## config.mk

```make
export PLATFORM = sky130hd
export DESIGN_NAME = simd_pe
export DESIGN_NICKNAME = d
export VERILOG_FILES = /design/src/rtl/simd_pe_pkg.sv /design/src/rtl/simd_pe_regfile.sv /design/src/rtl/simd_pe_lmem.sv /design/src/rtl/simd_pe_shifter.sv /design/src/rtl/simd_pe_alu.sv /design/src/rtl/simd_pe_mac.sv /design/src/rtl/simd_pe.sv
export SDC_FILE = /design/constraint.sdc
export NUM_CORES = 2
export LEC_CHECK = 0
export BUFFER_PORTS_ARGS = -buffer_cell sky130_fd_sc_hd__clkbuf_2
export CAP_MARGIN = 25
export CORE_MARGIN = 1
export CORE_UTILIZATION = 53
export DETAILED_ROUTE_END_ITERATION = 8
export PLACE_DENSITY_LB_ADDON = 0.3
export SLEW_MARGIN = 20
export SYNTH_ARGS = -nofsm -noshare
export SYNTH_HDL_FRONTEND = slang
export SYNTH_SLANG_ARGS = --single-unit
```

## constraint.sdc

```tcl
create_clock -name clk -period 16 [get_ports clk]
set_clock_uncertainty 0.1 [all_clocks]
set_input_delay 1.6 -clock clk [delete_from_list [all_inputs] [get_ports clk]]
set_output_delay 1.6 -clock clk [all_outputs]
set_load 0.005 [all_outputs]
```

## src/rtl/simd_pe_pkg.sv

```systemverilog
package simd_pe_pkg;

  localparam int OP_W = 5;

  typedef enum logic [OP_W-1:0] {
    OP_NOP  = 5'd0,
    OP_ADD  = 5'd1,
    OP_SUB  = 5'd2,
    OP_ADDI = 5'd3,
    OP_AND  = 5'd4,
    OP_OR   = 5'd5,
    OP_XOR  = 5'd6,
    OP_SHL  = 5'd7,
    OP_SHR  = 5'd8,
    OP_SRA  = 5'd9,
    OP_LDI  = 5'd10,
    OP_LD   = 5'd11,
    OP_ST   = 5'd12,
    OP_MAC  = 5'd13,
    OP_ACLR = 5'd14,
    OP_AHI  = 5'd15,
    OP_ALO  = 5'd16,
    OP_SEND = 5'd17,
    OP_RECV = 5'd18,
    OP_SAMP = 5'd19,
    OP_MNZ  = 5'd20,
    OP_MALL = 5'd21,
    OP_AMOV = 5'd22,
    OP_ALD  = 5'd23
  } op_e;

  typedef enum logic [1:0] {
    DIR_N = 2'd0,
    DIR_E = 2'd1,
    DIR_S = 2'd2,
    DIR_W = 2'd3
  } dir_e;

endpackage

```

## src/rtl/simd_pe_regfile.sv

```systemverilog
module simd_pe_regfile #(
  parameter int WIDTH  = 32,
  parameter int DEPTH  = 16,
  parameter int R2_W   = 16,
  localparam int AW    = $clog2(DEPTH)
) (
  input  logic             clk,
  input  logic             we,
  input  logic [AW-1:0]    waddr,
  input  logic [WIDTH-1:0] wdata,
  input  logic [AW-1:0]    raddr1,
  input  logic [AW-1:0]    raddr2,
  output logic [WIDTH-1:0] rdata1,
  output logic [R2_W-1:0]  rdata2
);

  logic [WIDTH-1:0] regs [DEPTH];

  always_ff @(posedge clk) begin
    if (we) regs[waddr] <= wdata;
  end

  assign rdata1 = regs[raddr1];
  assign rdata2 = regs[raddr2][R2_W-1:0];

endmodule

```

## src/rtl/simd_pe_lmem.sv

```systemverilog
module simd_pe_lmem #(
  parameter int WIDTH = 16,
  parameter int DEPTH = 64,
  localparam int AW   = $clog2(DEPTH)
) (
  input  logic             clk,
  input  logic             we,
  input  logic [AW-1:0]    addr,
  input  logic [WIDTH-1:0] wdata,
  output logic [WIDTH-1:0] rdata
);

  logic [WIDTH-1:0] words [DEPTH];

  always_ff @(posedge clk) begin
    if (we) words[addr] <= wdata;
  end

  assign rdata = words[addr];

endmodule

```

## src/rtl/simd_pe_shifter.sv

```systemverilog
module simd_pe_shifter #(
  parameter int WIDTH = 16,
  localparam int SH_W = $clog2(WIDTH)
) (
  input  logic [WIDTH-1:0] din,
  input  logic [SH_W-1:0]  amt,
  input  logic             left,
  input  logic             arith,
  output logic [WIDTH-1:0] dout
);

  logic [WIDTH-1:0] stage [SH_W+1];
  logic             fill;

  assign fill     = arith & din[WIDTH-1];
  assign stage[0] = din;

  for (genvar k = 0; k < SH_W; k++) begin : g_stage
    localparam int STEP = 1 << k;
    logic [WIDTH-1:0] to_left;
    logic [WIDTH-1:0] to_right;
    assign to_left  = stage[k] << STEP;
    assign to_right = (stage[k] >> STEP) | (fill ? ~({WIDTH{1'b1}} >> STEP) : '0);
    assign stage[k+1] = amt[k] ? (left ? to_left : to_right) : stage[k];
  end

  assign dout = stage[SH_W];

endmodule

```

## src/rtl/simd_pe_alu.sv

```systemverilog
module simd_pe_alu
  import simd_pe_pkg::*;
#(
  parameter int WIDTH = 16,
  localparam int SH_W = $clog2(WIDTH)
) (
  input  op_e              op,
  input  logic [WIDTH-1:0] a,
  input  logic [WIDTH-1:0] b,
  input  logic [WIDTH-1:0] imm,
  output logic [WIDTH-1:0] res
);

  logic [WIDTH-1:0] sh_out;
  logic             sh_left;
  logic             sh_arith;

  assign sh_left  = (op == OP_SHL);
  assign sh_arith = (op == OP_SRA);

  simd_pe_shifter #(.WIDTH(WIDTH)) u_shift (
    .din   (a),
    .amt   (imm[SH_W-1:0]),
    .left  (sh_left),
    .arith (sh_arith),
    .dout  (sh_out)
  );

  always_comb begin
    unique case (op)
      OP_ADD:  res = a + b;
      OP_SUB:  res = a - b;
      OP_ADDI: res = a + imm;
      OP_AND:  res = a & b;
      OP_OR:   res = a | b;
      OP_XOR:  res = a ^ b;
      OP_SHL,
      OP_SHR,
      OP_SRA:  res = sh_out;
      OP_LDI:  res = imm;
      default: res = '0;
    endcase
  end

endmodule

```

## src/rtl/simd_pe_mac.sv

```systemverilog
module simd_pe_mac #(
  parameter int WIDTH = 16,
  parameter int ACC_W = 32,
  parameter int LD_W  = 32
) (
  input  logic             clk,
  input  logic             rst,
  input  logic             mac_en,
  input  logic             clr_en,
  input  logic             ld_en,
  input  logic [WIDTH-1:0] a,
  input  logic [WIDTH-1:0] b,
  input  logic [LD_W-1:0]  ld_val,
  output logic [ACC_W-1:0] acc
);

  logic signed [2*WIDTH-1:0] prod;
  logic        [ACC_W-1:0]   acc_q;

  assign prod = $signed(a) * $signed(b);

  always_ff @(posedge clk) begin
    if (rst || clr_en) acc_q <= '0;
    else if (ld_en)    acc_q <= ACC_W'(ld_val);
    else if (mac_en)   acc_q <= acc_q + ACC_W'(prod);
  end

  assign acc = acc_q;

endmodule

```

## src/rtl/simd_pe.sv

```systemverilog
module simd_pe
  import simd_pe_pkg::*;
#(
  parameter int DATA_W    = 16,
  parameter int RF_W      = 32,
  parameter int RF_DEPTH  = 16,
  parameter int MEM_DEPTH = 64,
  parameter int ACC_W     = 32,
  parameter int PIX_W     = 8
) (
  input  logic                        clk,
  input  logic                        rst,
  input  logic                        instr_valid_i,
  input  logic [OP_W-1:0]             instr_op_i,
  input  logic [$clog2(RF_DEPTH)-1:0] instr_rd_i,
  input  logic [$clog2(RF_DEPTH)-1:0] instr_rs1_i,
  input  logic [$clog2(RF_DEPTH)-1:0] instr_rs2_i,
  input  logic [DATA_W-1:0]           instr_imm_i,
  input  logic                        mask_i,
  input  logic [PIX_W-1:0]            pix_i,
  input  logic [DATA_W-1:0]           nb_n_i,
  input  logic [DATA_W-1:0]           nb_e_i,
  input  logic [DATA_W-1:0]           nb_s_i,
  input  logic [DATA_W-1:0]           nb_w_i,
  output logic [DATA_W-1:0]           nb_out_o,
  output logic                        act_o
);

  localparam int MEM_AW = $clog2(MEM_DEPTH);
  localparam int HALF_W = ACC_W / 2;

  op_e               op;
  logic              en_mask;
  logic              en_std;
  logic [RF_W-1:0]   rs1_full;
  logic [DATA_W-1:0] rs1_val;
  logic [DATA_W-1:0] rs2_val;
  logic [DATA_W-1:0] alu_res;
  logic [DATA_W-1:0] mem_rd;
  logic [ACC_W-1:0]  acc;
  logic [DATA_W-1:0] nb_sel;
  logic              wb_en;
  logic [RF_W-1:0]   wb_data;
  logic              mem_we;
  logic              mac_en;
  logic              clr_en;
  logic              ld_en;
  logic              send_en;
  logic [DATA_W-1:0] out_q;
  logic              act_q;

  assign op      = op_e'(instr_op_i);
  assign en_mask = instr_valid_i & mask_i;
  assign en_std  = en_mask & act_q;
  assign rs1_val = rs1_full[DATA_W-1:0];

  simd_pe_regfile #(.WIDTH(RF_W), .DEPTH(RF_DEPTH), .R2_W(DATA_W)) u_rf (
    .clk    (clk),
    .we     (wb_en),
    .waddr  (instr_rd_i),
    .wdata  (wb_data),
    .raddr1 (instr_rs1_i),
    .raddr2 (instr_rs2_i),
    .rdata1 (rs1_full),
    .rdata2 (rs2_val)
  );

  simd_pe_lmem #(.WIDTH(DATA_W), .DEPTH(MEM_DEPTH)) u_mem (
    .clk   (clk),
    .we    (mem_we),
    .addr  (instr_imm_i[MEM_AW-1:0]),
    .wdata (rs2_val),
    .rdata (mem_rd)
  );

  simd_pe_alu #(.WIDTH(DATA_W)) u_alu (
    .op  (op),
    .a   (rs1_val),
    .b   (rs2_val),
    .imm (instr_imm_i),
    .res (alu_res)
  );

  simd_pe_mac #(.WIDTH(DATA_W), .ACC_W(ACC_W), .LD_W(RF_W)) u_mac (
    .clk    (clk),
    .rst    (rst),
    .mac_en (mac_en),
    .clr_en (clr_en),
    .ld_en  (ld_en),
    .a      (rs1_val),
    .b      (rs2_val),
    .ld_val (rs1_full),
    .acc    (acc)
  );

  always_comb begin
    unique case (dir_e'(instr_imm_i[1:0]))
      DIR_N:   nb_sel = nb_n_i;
      DIR_E:   nb_sel = nb_e_i;
      DIR_S:   nb_sel = nb_s_i;
      default: nb_sel = nb_w_i;
    endcase
  end

  always_comb begin
    wb_en   = 1'b0;
    wb_data = '0;
    mem_we  = 1'b0;
    mac_en  = 1'b0;
    clr_en  = 1'b0;
    ld_en   = 1'b0;
    send_en = 1'b0;
    if (en_std) begin
      unique case (op)
        OP_ADD, OP_SUB, OP_ADDI, OP_AND, OP_OR, OP_XOR,
        OP_SHL, OP_SHR, OP_SRA, OP_LDI: begin
          wb_en   = 1'b1;
          wb_data = RF_W'(alu_res);
        end
        OP_LD: begin
          wb_en   = 1'b1;
          wb_data = RF_W'(mem_rd);
        end
        OP_ST:   mem_we = 1'b1;
        OP_MAC:  mac_en = 1'b1;
        OP_ACLR: clr_en = 1'b1;
        OP_ALD:  ld_en  = 1'b1;
        OP_AHI: begin
          wb_en   = 1'b1;
          wb_data = RF_W'(acc[ACC_W-1:HALF_W]);
        end
        OP_ALO: begin
          wb_en   = 1'b1;
          wb_data = RF_W'(acc[HALF_W-1:0]);
        end
        OP_AMOV: begin
          wb_en   = 1'b1;
          wb_data = RF_W'(acc);
        end
        OP_SEND: send_en = 1'b1;
        OP_RECV: begin
          wb_en   = 1'b1;
          wb_data = RF_W'(nb_sel);
        end
        OP_SAMP: begin
          wb_en   = 1'b1;
          wb_data = RF_W'(pix_i);
        end
        default: wb_en = 1'b0;
      endcase
    end
  end

  always_ff @(posedge clk) begin
    if (rst)          out_q <= '0;
    else if (send_en) out_q <= rs1_val;
  end

  always_ff @(posedge clk) begin
    if (rst) act_q <= 1'b1;
    else if (en_mask) begin
      if (op == OP_MNZ)       act_q <= (rs1_val != '0);
      else if (op == OP_MALL) act_q <= 1'b1;
    end
  end

  assign nb_out_o = out_q;
  assign act_o    = act_q;

endmodule

```

==> flow_summary.yaml <==
placement:
  numPlacedInstances: 6556
  place_hpwl_mm: 140
  gp_routability_congestion: 0.964
  port_buffers: 125
  place_area_sq_mm: 0.0810
clock_network:
  clockRootBuffer: "clkbuf_16"
  path_clk_slew_ps: 60
  ctsHoldBuffers: 0
  clk_latency_ps: 830
  cts_tree: "yes"
  post_cts_resized: 0
  numCtsBuffers: 158
  numClockSinks: 1585
  cts-htree-levels: 4
  post_cts_buffers: 0
  clk_path_buf_depth: 3
critical_path:
  cpPeakStageDelay_ps: 900
  setup.worst_path.start_class: "input pin"
  r2r_cells: 27
  cp_slowest_cell: "o41ai_1"
  crit_family: "compound AO/OA/AOI/OAI gates"
  path_class: "input pin to register"
  cp.required_ps: 16550
  rrSetupSlack_ps: 6830
  timing.rr.end: "u_mac.acc[29]"
  end_kind: "register"
  crit_arrival_ps: 11440
  cp_max_fo: 54
  r2r_start: "u_rf.regs[4][3]"
  cp_common_cell: "inv_1"
  worst-path-buf-inv: 10
worst_hold_path:
  hold_path_end: "nb_out_o[2]"
  min_from: "nb_out_o[2]"
  hp-class: "register to register"
  worstHoldPathCells: 2
finish:
  seqCellArea_sq_mm: 0.0471
  layout_commonest_cell: "edfxtp_1"
  fin_area_sq_mm: 0.0861
  multiInputGateArea_sq_mm: 0.0279
  nFillCells: 10415
  syn2layout_area_growth_pct: 11.3
  instances_no_fill: 6849
  drive_gt1_frac: 0.231
  final_nets: 5366
  final_cell_mix: "1536 x edfxtp_1, 533 x mux4_2, 378 x inv_1, 306 x nor2_1, 293 x fa_1"
die:
  die_w_microns: 384
  dieArea_sq_mm: 0.148
  rows: 139
  ioPinCount: 126
  start_util: 0.537
  die_h_microns: 384
  core_area_sq_mm: 0.144
logic_synthesis:
  yosysWarnings: 0
  netlist_area_sq_mm: 0.0774
  synth_fp_nets: 5161
  synth-edff-count: 1536
  async_flop_share: 0
  synth.ff_latch_count: 1585
  syn_area_per_cell_sq_um: 16.8
  synth_cells: 4612
  ys.flop_type: "edfxtp_1"
  synth_seq_area_share: 0.609
  synth_cell_type_count: 78
power:
  peakVddDrop_uv: 389
  p_per_area_mw_per_mm2: 152
  p_leak_nw: 30.7
  total_power_mw: 13.1
global_route:
  grt_max_degree: 130
  gr-usage-all-layers: 0.304
  grt_pass1_vias: 45106
  grt_pass1_wl_mm: 319
  antenna_found_initial: 13
  gr-total-overflow: 0
route:
  num_vias: 45415
  drc_errors: 0
  first_pass_iters: 9
  drt-wirelength-per-cell_microns: 32.1
  drt_wl_total_mm: 220
  drt-initial-drc-count: 6723
  detail-route-antenna-nets: 0
  via_per_inst: 6.63
outcome:
  status: "finished clean"
timing:
  fin_hold_ws_ps: 397
  slew_headroom: 0.269
  fin_tns_setup_ps: 0
  hold_violations: 0
  fin_crit_sh: 0.681
  maxSlewViolCount: 0
  fin_crit_ps: 10890
  rsz0062_at_grt: "no"
  setup_viol: 0
  worst_pin_slew_ps: 1080
  fmax_mhz: 91.8
flow_run:
  drv_cap: 0
-- how the worst max path moves through the flow --
stage	from	to	slack, ps	depth (start not counted)
finish	instr_rs2_i[0]	u_mac.acc[29]	5110	29
global route	instr_rs2_i[0]	u_mac.acc[29]	4610	29
CTS	instr_rs2_i[0]	u_mac.acc[29]	5290	29
detailed placement	instr_rs2_i[0]	u_mac.acc[29]	4430	28
global placement	instr_rs2_i[0]	u_mac.acc[29]	4620	28
floorplan	instr_rs2_i[1]	u_mac.acc[29]	5460	29
-- logic make-up after synthesis --
kind of cell               share of synthesized area
muxes                                          0.164
adders and majority gates                     0.0996
buffers and inverters                         0.0334
and+or+nand+nor                               0.0437
AOI/OAI and AO/OA                             0.0449
xor gates and xnor gates                     0.00577
DFF                                            0.609
-- worst min-delay path, cell delays in order (launching register included) --
cell and delay, ps:
dfxtp_1 320, mux2i_1 60, nor2_1 80
-- synthesized netlist by cell type, types with 37 or more instances --
cell,n,area (sq um)
ha_1,147,1840
nor2_1,331,1240
o21ai_0,78,390
nand2_1,268,1010
a22oi_1,39,293
edfxtp_1,1536,46100
mux4_2,533,12000
nand3_1,40,200
a21oi_1,109,546
buf_2,45,225
buf_1,41,154
fa_1,293,5870
xnor2_1,37,324
inv_1,384,1440
dfxtp_1,49,981
clkbuf_1,166,623
mux2i_1,58,581
-- metal layers --
| metal | vias to the layer above | track usage | share of wire |
|---|---|---|---|
| met5 | - | 0 | 0.00039 |
| met4 | 14 | 0.115 | 0.040 |
| met3 | 486 | 0.0956 | 0.14 |
| met2 | 3157 | 0.442 | 0.45 |
| met1 | 23532 | 0.432 | 0.38 |
| li1 | 18226 | - | - |
-- through the flow --
step           worst slack (ps)   util
2_1_floorplan              5460      -
3_3_place_gp               4620  0.561
3_5_place_dp               4430  0.562
4_1_cts                    5290  0.597
5_1_grt                    4610  0.597
6_report                   5110  0.597
-- final cells by class --
cell class	instances	area share
clock inverter	79	0.0101
clock buffer	206	0.0488
timing repair buffer	307	0.0246
inverter	397	0.0174
antenna	4	0.000116
multi-input combinational	2368	0.324
sequential	1585	0.547
tap	1903	0.0276
-- flip-flops by register name (all words and copies together), names as in the netlist --
register and cells:
u_mem.words 1024, u_rf.regs 512, u_mac.acc 32, nb_out_o 16, act_o 1
-- power breakdown --
part           leakage [nW]  total (mW)  switching (mW)  internal (mW)
logic                  13.3        4.84            2.83           2.01
clock network          2.44        3.64            1.60           2.04
registers              14.9        4.60          0.0165           4.59
Note: power is estimated with default switching activity, not from simulation.
